`src/rtl/ler_pkg.sv`:
```
// Package: shared types for the last exception branch recorder.
// Assumes the mode inputs are stable during the capture cycle.
package ler_pkg;

    // How much of an address a capture keeps.
    typedef enum logic [1:0] {
        CAP_LEGACY = 2'd0,   // extended mode off: low half only
        CAP_COMPAT = 2'd1,   // extended mode on, compatibility sub-mode
        CAP_FULL   = 2'd2    // extended mode on, 64-bit sub-mode
    } cap_width_e;

    // Map the raw mode inputs onto a capture width.
    function automatic cap_width_e decode_width(input logic ext_en, input logic sub64);
        if (!ext_en)
            return CAP_LEGACY;
        else if (sub64)
            return CAP_FULL;
        else
            return CAP_COMPAT;
    endfunction

endpackage

```
`src/rtl/ler_branch_track.sv`:
```
// Module: ler_branch_track
// Holds the source/target pair of the most recent taken branch.
// Assumes br_valid marks exactly one retiring taken branch per cycle.
module ler_branch_track #(
    parameter int ADDR_W = 64
) (
    input  logic              clk,
    input  logic              rst_n,
    input  logic              br_valid,
    input  logic [ADDR_W-1:0] br_src,
    input  logic [ADDR_W-1:0] br_dst,
    output logic [ADDR_W-1:0] trk_src,
    output logic [ADDR_W-1:0] trk_dst
);

    // Track the latest branch pair; clear on reset.
    always_ff @(posedge clk) begin
        if (!rst_n) begin
            trk_src <= '0;
            trk_dst <= '0;
        end else if (br_valid) begin
            trk_src <= br_src;
            trk_dst <= br_dst;
        end
    end

    // with no branch the tracked pair does not move
    a_r2_track_hold: assert property (@(posedge clk) disable iff (!rst_n)
        !br_valid |=> ($stable(trk_src) && $stable(trk_dst)));

endmodule

```
`src/rtl/ler_width_mask.sv`:
```
// Module: ler_width_mask
// Trims a branch pair to the width allowed by the current operating mode.
// Assumes ADDR_W >= LOW_W; purely combinational.
module ler_width_mask
    import ler_pkg::*;
#(
    parameter int ADDR_W = 64,
    parameter int LOW_W  = 32
) (
    input  logic              mode_ext_en,
    input  logic              mode_sub64,
    input  logic [ADDR_W-1:0] in_src,
    input  logic [ADDR_W-1:0] in_dst,
    output logic [ADDR_W-1:0] out_src,
    output logic [ADDR_W-1:0] out_dst
);

    localparam int HIGH_W = ADDR_W - LOW_W;

    cap_width_e width_sel;

    // Decode the mode pins into a capture width.
    always_comb width_sel = decode_width(mode_ext_en, mode_sub64);

    generate
        if (HIGH_W > 0) begin : g_split
            // Pass full addresses or zero-extend the low half.
            always_comb begin
                unique case (width_sel)
                    CAP_FULL: begin
                        out_src = in_src;
                        out_dst = in_dst;
                    end
                    default: begin
                        out_src = {{HIGH_W{1'b0}}, in_src[LOW_W-1:0]};
                        out_dst = {{HIGH_W{1'b0}}, in_dst[LOW_W-1:0]};
                    end
                endcase
            end
        end else begin : g_narrow
            // Address no wider than the low half: nothing to trim.
            always_comb begin
                out_src = in_src;
                out_dst = in_dst;
            end
        end
    endgenerate

endmodule

```
`src/rtl/ler_record_bank.sv`:
```
// Module: ler_record_bank
// Stores the captured source/target records and serves the read port.
// Assumes cap_en is a single-cycle capture strobe.
module ler_record_bank #(
    parameter int ADDR_W = 64
) (
    input  logic              clk,
    input  logic              rst_n,
    input  logic              cap_en,
    input  logic [ADDR_W-1:0] cap_src,
    input  logic [ADDR_W-1:0] cap_dst,
    input  logic              rd_sel,
    output logic [ADDR_W-1:0] rec_from,
    output logic [ADDR_W-1:0] rec_to,
    output logic [ADDR_W-1:0] rd_data
);

    // Load the records on a capture strobe; clear on reset.
    always_ff @(posedge clk) begin
        if (!rst_n) begin
            rec_from <= '0;
            rec_to   <= '0;
        end else if (cap_en) begin
            rec_from <= cap_src;
            rec_to   <= cap_dst;
        end
    end

    // Select one record for the read port.
    always_comb rd_data = rd_sel ? rec_to : rec_from;

    // records are zero on the first cycle out of reset
    a_r1_reset_zero: assert property (@(posedge clk) disable iff (!rst_n)
        $rose(rst_n) |-> (rec_from == '0 && rec_to == '0));

    // records hold between captures
    a_r7_hold: assert property (@(posedge clk) disable iff (!rst_n)
        !cap_en |=> ($stable(rec_from) && $stable(rec_to)));

endmodule

```
`src/rtl/ler_recorder.sv`:
```
// Module: ler_recorder (top)
// Tracks the last taken branch and records it when an exception or
// interrupt is taken, trimming the width by the mode at capture time.
// Assumes mode inputs are valid in any cycle where exc_valid is high.
module ler_recorder #(
    parameter int ADDR_W = 64,
    parameter int LOW_W  = 32
) (
    input  logic              clk,
    input  logic              rst_n,
    input  logic              br_valid,
    input  logic [ADDR_W-1:0] br_src,
    input  logic [ADDR_W-1:0] br_dst,
    input  logic              exc_valid,
    input  logic              mode_ext_en,
    input  logic              mode_sub64,
    input  logic              rd_sel,
    output logic [ADDR_W-1:0] rd_data
);

    logic [ADDR_W-1:0] trk_src, trk_dst;
    logic [ADDR_W-1:0] msk_src, msk_dst;
    logic [ADDR_W-1:0] rec_from, rec_to;

    ler_branch_track #(.ADDR_W(ADDR_W)) u_track (
        .clk     (clk),
        .rst_n   (rst_n),
        .br_valid(br_valid),
        .br_src  (br_src),
        .br_dst  (br_dst),
        .trk_src (trk_src),
        .trk_dst (trk_dst)
    );

    ler_width_mask #(.ADDR_W(ADDR_W), .LOW_W(LOW_W)) u_mask (
        .mode_ext_en(mode_ext_en),
        .mode_sub64 (mode_sub64),
        .in_src     (trk_src),
        .in_dst     (trk_dst),
        .out_src    (msk_src),
        .out_dst    (msk_dst)
    );

    ler_record_bank #(.ADDR_W(ADDR_W)) u_bank (
        .clk     (clk),
        .rst_n   (rst_n),
        .cap_en  (exc_valid),
        .cap_src (msk_src),
        .cap_dst (msk_dst),
        .rd_sel  (rd_sel),
        .rec_from(rec_from),
        .rec_to  (rec_to),
        .rd_data (rd_data)
    );

    // a full-width capture takes the pair tracked before the event cycle
    a_r3_full_capture: assert property (@(posedge clk) disable iff (!rst_n)
        (exc_valid && mode_ext_en && mode_sub64) |=>
            (rec_from == $past(trk_src) && rec_to == $past(trk_dst)));

    generate
        if (ADDR_W > LOW_W) begin : g_chk_upper
            // narrow captures leave the upper half zero
            a_r5_upper_clear: assert property (@(posedge clk) disable iff (!rst_n)
                (exc_valid && !(mode_ext_en && mode_sub64)) |=>
                    (rec_from[ADDR_W-1:LOW_W] == '0 && rec_to[ADDR_W-1:LOW_W] == '0));
            // narrow captures keep the low half of the tracked pair
            a_r4_low_kept: assert property (@(posedge clk) disable iff (!rst_n)
                (exc_valid && !(mode_ext_en && mode_sub64)) |=>
                    (rec_from[LOW_W-1:0] == $past(trk_src[LOW_W-1:0]) &&
                     rec_to[LOW_W-1:0]   == $past(trk_dst[LOW_W-1:0])));
        end
    endgenerate

endmodule

```
`config.mk`:
```
export PLATFORM = sky130hd
export DESIGN_NAME = ler_recorder
export DESIGN_NICKNAME = d
export VERILOG_FILES = /design/src/rtl/ler_pkg.sv /design/src/rtl/ler_branch_track.sv /design/src/rtl/ler_width_mask.sv /design/src/rtl/ler_record_bank.sv /design/src/rtl/ler_recorder.sv
export SDC_FILE = /design/constraint.sdc
export NUM_CORES = 1
export LEC_CHECK = 0
export ABC_CLOCK_PERIOD_IN_PS = 2200
export BUFFER_PORTS_ARGS = -buffer_cell sky130_fd_sc_hd__buf_2
export CAP_MARGIN = 20
export CORE_ASPECT_RATIO = 1.25
export CORE_MARGIN = 8
export CORE_UTILIZATION = 40
export DETAILED_ROUTE_END_ITERATION = 10
export SETUP_SLACK_MARGIN = 0.05
export SYNTH_ARGS = -nofsm -noshare
export SYNTH_HDL_FRONTEND = slang
export SYNTH_SLANG_ARGS = --single-unit
```
`constraint.sdc`:
```
create_clock -name clk -period 2.2 [get_ports clk]
set_input_delay 0.44 -clock clk [delete_from_list [all_inputs] [get_ports clk]]
set_output_delay 0.44 -clock clk [all_outputs]
set_load 0.005 [all_outputs]
```
* Word level (Yosys, flattened, before mapping) *
Cells that the tools add are included.

storage, ports and cells
  register bits = 256
  input bits = 135
  word-level logic and storage cells = 10

cells by class
  eq/ne operators = 1
  mux-type cells = 5

operators by type and width
  operator              count
  $mux W64              3
  $mux W2               2
  $eq A2 B2 Y1 const B  1

* Logic depth before layout (Yosys ltp) *
  word-level depth = 4
  gate-level depth with buffers = 4
  gate-level depth less buffers = 2

* Cells and area by module *
From an unflattened synthesis, not the netlist that was laid out.

unflattened totals
  cell total of the unflattened synthesis = 1036
  area, all modules = 11698.7 um^2

modules (own cells, without submodules)
  module            times used  cells an instance  area an instance (um^2)
  ler_record_bank   1           483                5739.3
  ler_branch_track  1           412                4968.5
  ler_width_mask    1           141                991.0

* Least setup slack after synthesis *
OpenSTA, ideal clock, no wires.

  path kind = input-to-output
  from = in rd_sel
  to = out rd_data[0]
  data arrival time = 1.140 ns
  setup slack = 0.620 ns
  cell stages on the path = 3
  cells stage by stage = buf_2 buf_4 mux2_2

between the ends
  word-level cells in the longest chain between the ends = 1

ends and longest elaborated chain
  item         line                   source
  from (decl)  ler_recorder.sv:17     input logic rd_sel,
  $mux W64     ler_record_bank.sv:30  always_comb rd_data = rd_sel ? rec_to : rec_from;
  to (decl)    ler_recorder.sv:18     output logic [ADDR_W-1:0] rd_data

No other way between the ends.

* Worst setup path in the final report *
  from = in rd_sel
  to = out rd_data[61]

The elaborated chain is that of the path after synthesis.

==> flow_summary.yaml <==
outcome:
  status: "complete, no violations"
placement:
  io_buffers: 198
  dp_slack_ns: 0.373
  dpl.hpwl_mm: 16.1
  placed_cells: 1459
  postPlaceCellArea_mm2: 0.0120
  globalplace.congestion: 0.697
floorplan:
  die-area_mm2: 0.0325
  core_mm2: 0.0267
  die_x_um: 163
  num_rows: 67
  pin_count: 199
  initial_core_util_pct: 40.4
  die_h_um: 199
detailed_routing:
  via_count: 7322
  wl_mm: 25.0
  wire_per_inst_um: 16.6
  detail-route-antenna-nets: 0
  viasPerCell: 4.85
  dr.pass1.iters: 4
  drt_iter0_markers: 395
  drcViolationCount: 0
clock_network:
  cts_buffer_depth: 3
  root_buffer: "clkbuf_16"
  clkTransAtPathRegs_ns: 0.06
  clkLatencyLatePin_ns: 0.53
  cts_hold_buf: 0
  numCtsBuffers: 27
  cts_setup_buffers: 0
  cts_tree: "yes"
  cts_sinks: 256
  cts_max_level: 1
  post_cts_resized: 0
power_and_ir_drop:
  p_per_area_mw_per_mm2: 782
  cellLeakagePower_nw: 5.54
  ir_drop_v: 0.000562
final_layout:
  stdcell_area_mm2: 0.0128
  multi_input_area_mm2: 0.00512
  regArea_mm2: 0.00512
  nets: 1278
  final_layout_size_suffix_gt1_share_pct: 27.4
  area_growth_pct: 18.9
  final_cells: 1511
  num-fill-cells: 2549
sta:
  hold_viol: 0
  finalSetupViolCount: 0
  fin_setup_tns_ns: 0
  period_share_pct: 82.7
  finalCriticalPeriod_ns: 1.82
  worst-slew-pin-transition_ns: 0.487
  relSlewSlack_pct: 67.5
  worst_slack_ns: 0.382
  slew_viol_final: 0
  grt_setup_unrepaired: "false"
  max_freq_mhz: 550
  clock_skew_ns: 0.00500
yosys:
  synth_cells: 980
  syn-cell-area_mm2: 0.0108
  syn_area_per_cell_um2: 11.0
  syn-num-nets: 1115
  yosysWarnings: 0
  netlist-cell-type-count: 13
  ys_seq_area_share_pct: 47.6
  synth_seq_cells: 256
grt:
  antenna_found_initial: 10
  grt_usage_pct: 15.0
  grt_first_pass_wirelength_mm: 40.0
  grt_max_degree: 67
  grt_pass1_vias: 7459
  grt-ovfl-total: 0
critical_path:
  critical_path_arrival_ns: 1.38
  worstSetupPathType: "primary input to output pin"
  critPathLaunchType: "primary input"
  required_ns: 1.76
  regToRegSetupSlack_ns: 1.55
  end_kind: "output pin"
  critical_path.max_fanout: 44
job:
  cap_violations: 0
hold_path:
  hold_class: "primary input to flip-flop"
[layout by cell type (no fill, tap or decap)]
master      Yosys  final
a21boi_0        7      7
a21boi_1       57     57
buf_12          0     12
buf_2          23    194
buf_4          11      9
buf_6          18      3
clkbuf_1       31     10
clkbuf_16       0     27
clkbuf_8        0      4
clkinv_2        0      3
clkinvlp_4      0      1
dfxtp_1       256    256
diode_2         0      6
inv_6           0      1
mux2_2         64     64
mux2i_1       192    192
nand2b_1       64     64
nand4_1        64     64
nor2b_1       192    192
[cell type report]
type / instances / area share [%]
Clock buffer: 41 / 6.00
Antenna cell: 6 / 0.117
Clock inverter: 5 / 0.244
Sequential cell: 256 / 40.0
Tap cell: 345 / 3.37
Multi-Input combinational cell: 640 / 40.0
Timing Repair Buffer: 218 / 10.2
[final timing paths]
check                      startpoint                  end  depth (start not counted)
hold / removal             br_src[52]  u_track.trk_src[52]                          3
hold reg to reg     u_bank.rec_to[39]    u_bank.rec_to[39]                          2
setup reg to reg  u_track.trk_dst[43]    u_bank.rec_to[43]                          2
setup / recovery               rd_sel          rd_data[61]                          4
[cell usage after synthesis]
| master | count | area, µm² |
|---|---|---|
| a21boi_0 | 7 | 52.6 |
| a21boi_1 | 57 | 428 |
| buf_2 | 23 | 115 |
| buf_4 | 11 | 82.6 |
| buf_6 | 18 | 203 |
| clkbuf_1 | 31 | 116 |
| clkbuf_2 | 1 | 5.00 |
| dfxtp_1 | 256 | 5120 |
| mux2_2 | 64 | 721 |
| mux2i_1 | 192 | 1920 |
| nand2b_1 | 64 | 400 |
| nand4_1 | 64 | 400 |
| nor2b_1 | 192 | 1200 |
[metrics by stage]
step | hold slack (ns) | total power, W | util, %
2_1_floorplan | 0.445 | 0.00565 | -
3_3_place_gp | 0.454 | 0.00595 | 45.0
6_report | 0.169 | 0.0100 | 48.0
3_5_place_dp | 0.455 | 0.00596 | 45.0
4_1_cts | 0.141 | 0.0102 | 48.0
5_1_grt | 0.144 | 0.0105 | 48.0
[state kept, by name, indices dropped and copies added, names as in the netlist]
register / cells
u_bank.rec_to: 64
u_track.trk_src: 64
u_track.trk_dst: 64
u_bank.rec_from: 64
[logic make-up after synthesis]
kind of cell           count (synthesis)  share of synthesized area [%]
flip-flops                           256                           47.6
AO/OA/AOI/OAI                         64                           4.46
buffers and inverters                 84                           4.84
multiplexers                         256                           24.5
AND/OR/NAND/NOR                      320                           18.6
[layer usage]
metal | track usage (%) | share of wire [%] | vias up
met5 | 0 | 0.31 | -
met4 | 3.27 | 1.2 | 12
met3 | 5.11 | 7.5 | 41
met2 | 24.2 | 45 | 159
met1 | 19.2 | 46 | 3408
li1 | - | - | 3702
[critical path: stages]
cell and delay (ns):
buf_4 0.10, buf_12 0.27, mux2_2 0.41, buf_2 0.14
[report_power, final]
| group | switching [W] | total [W] | leakage, nW | internal, W |
|---|---|---|---|---|
| Combinational | 0.000431 | 0.000912 | 3.05 | 0.000481 |
| Sequential | 0.0000977 | 0.00493 | 2.09 | 0.00483 |
| Clock | 0.00179 | 0.00418 | 0.390 | 0.00239 |
No activity file was read; power rests on OpenSTA's default activity.
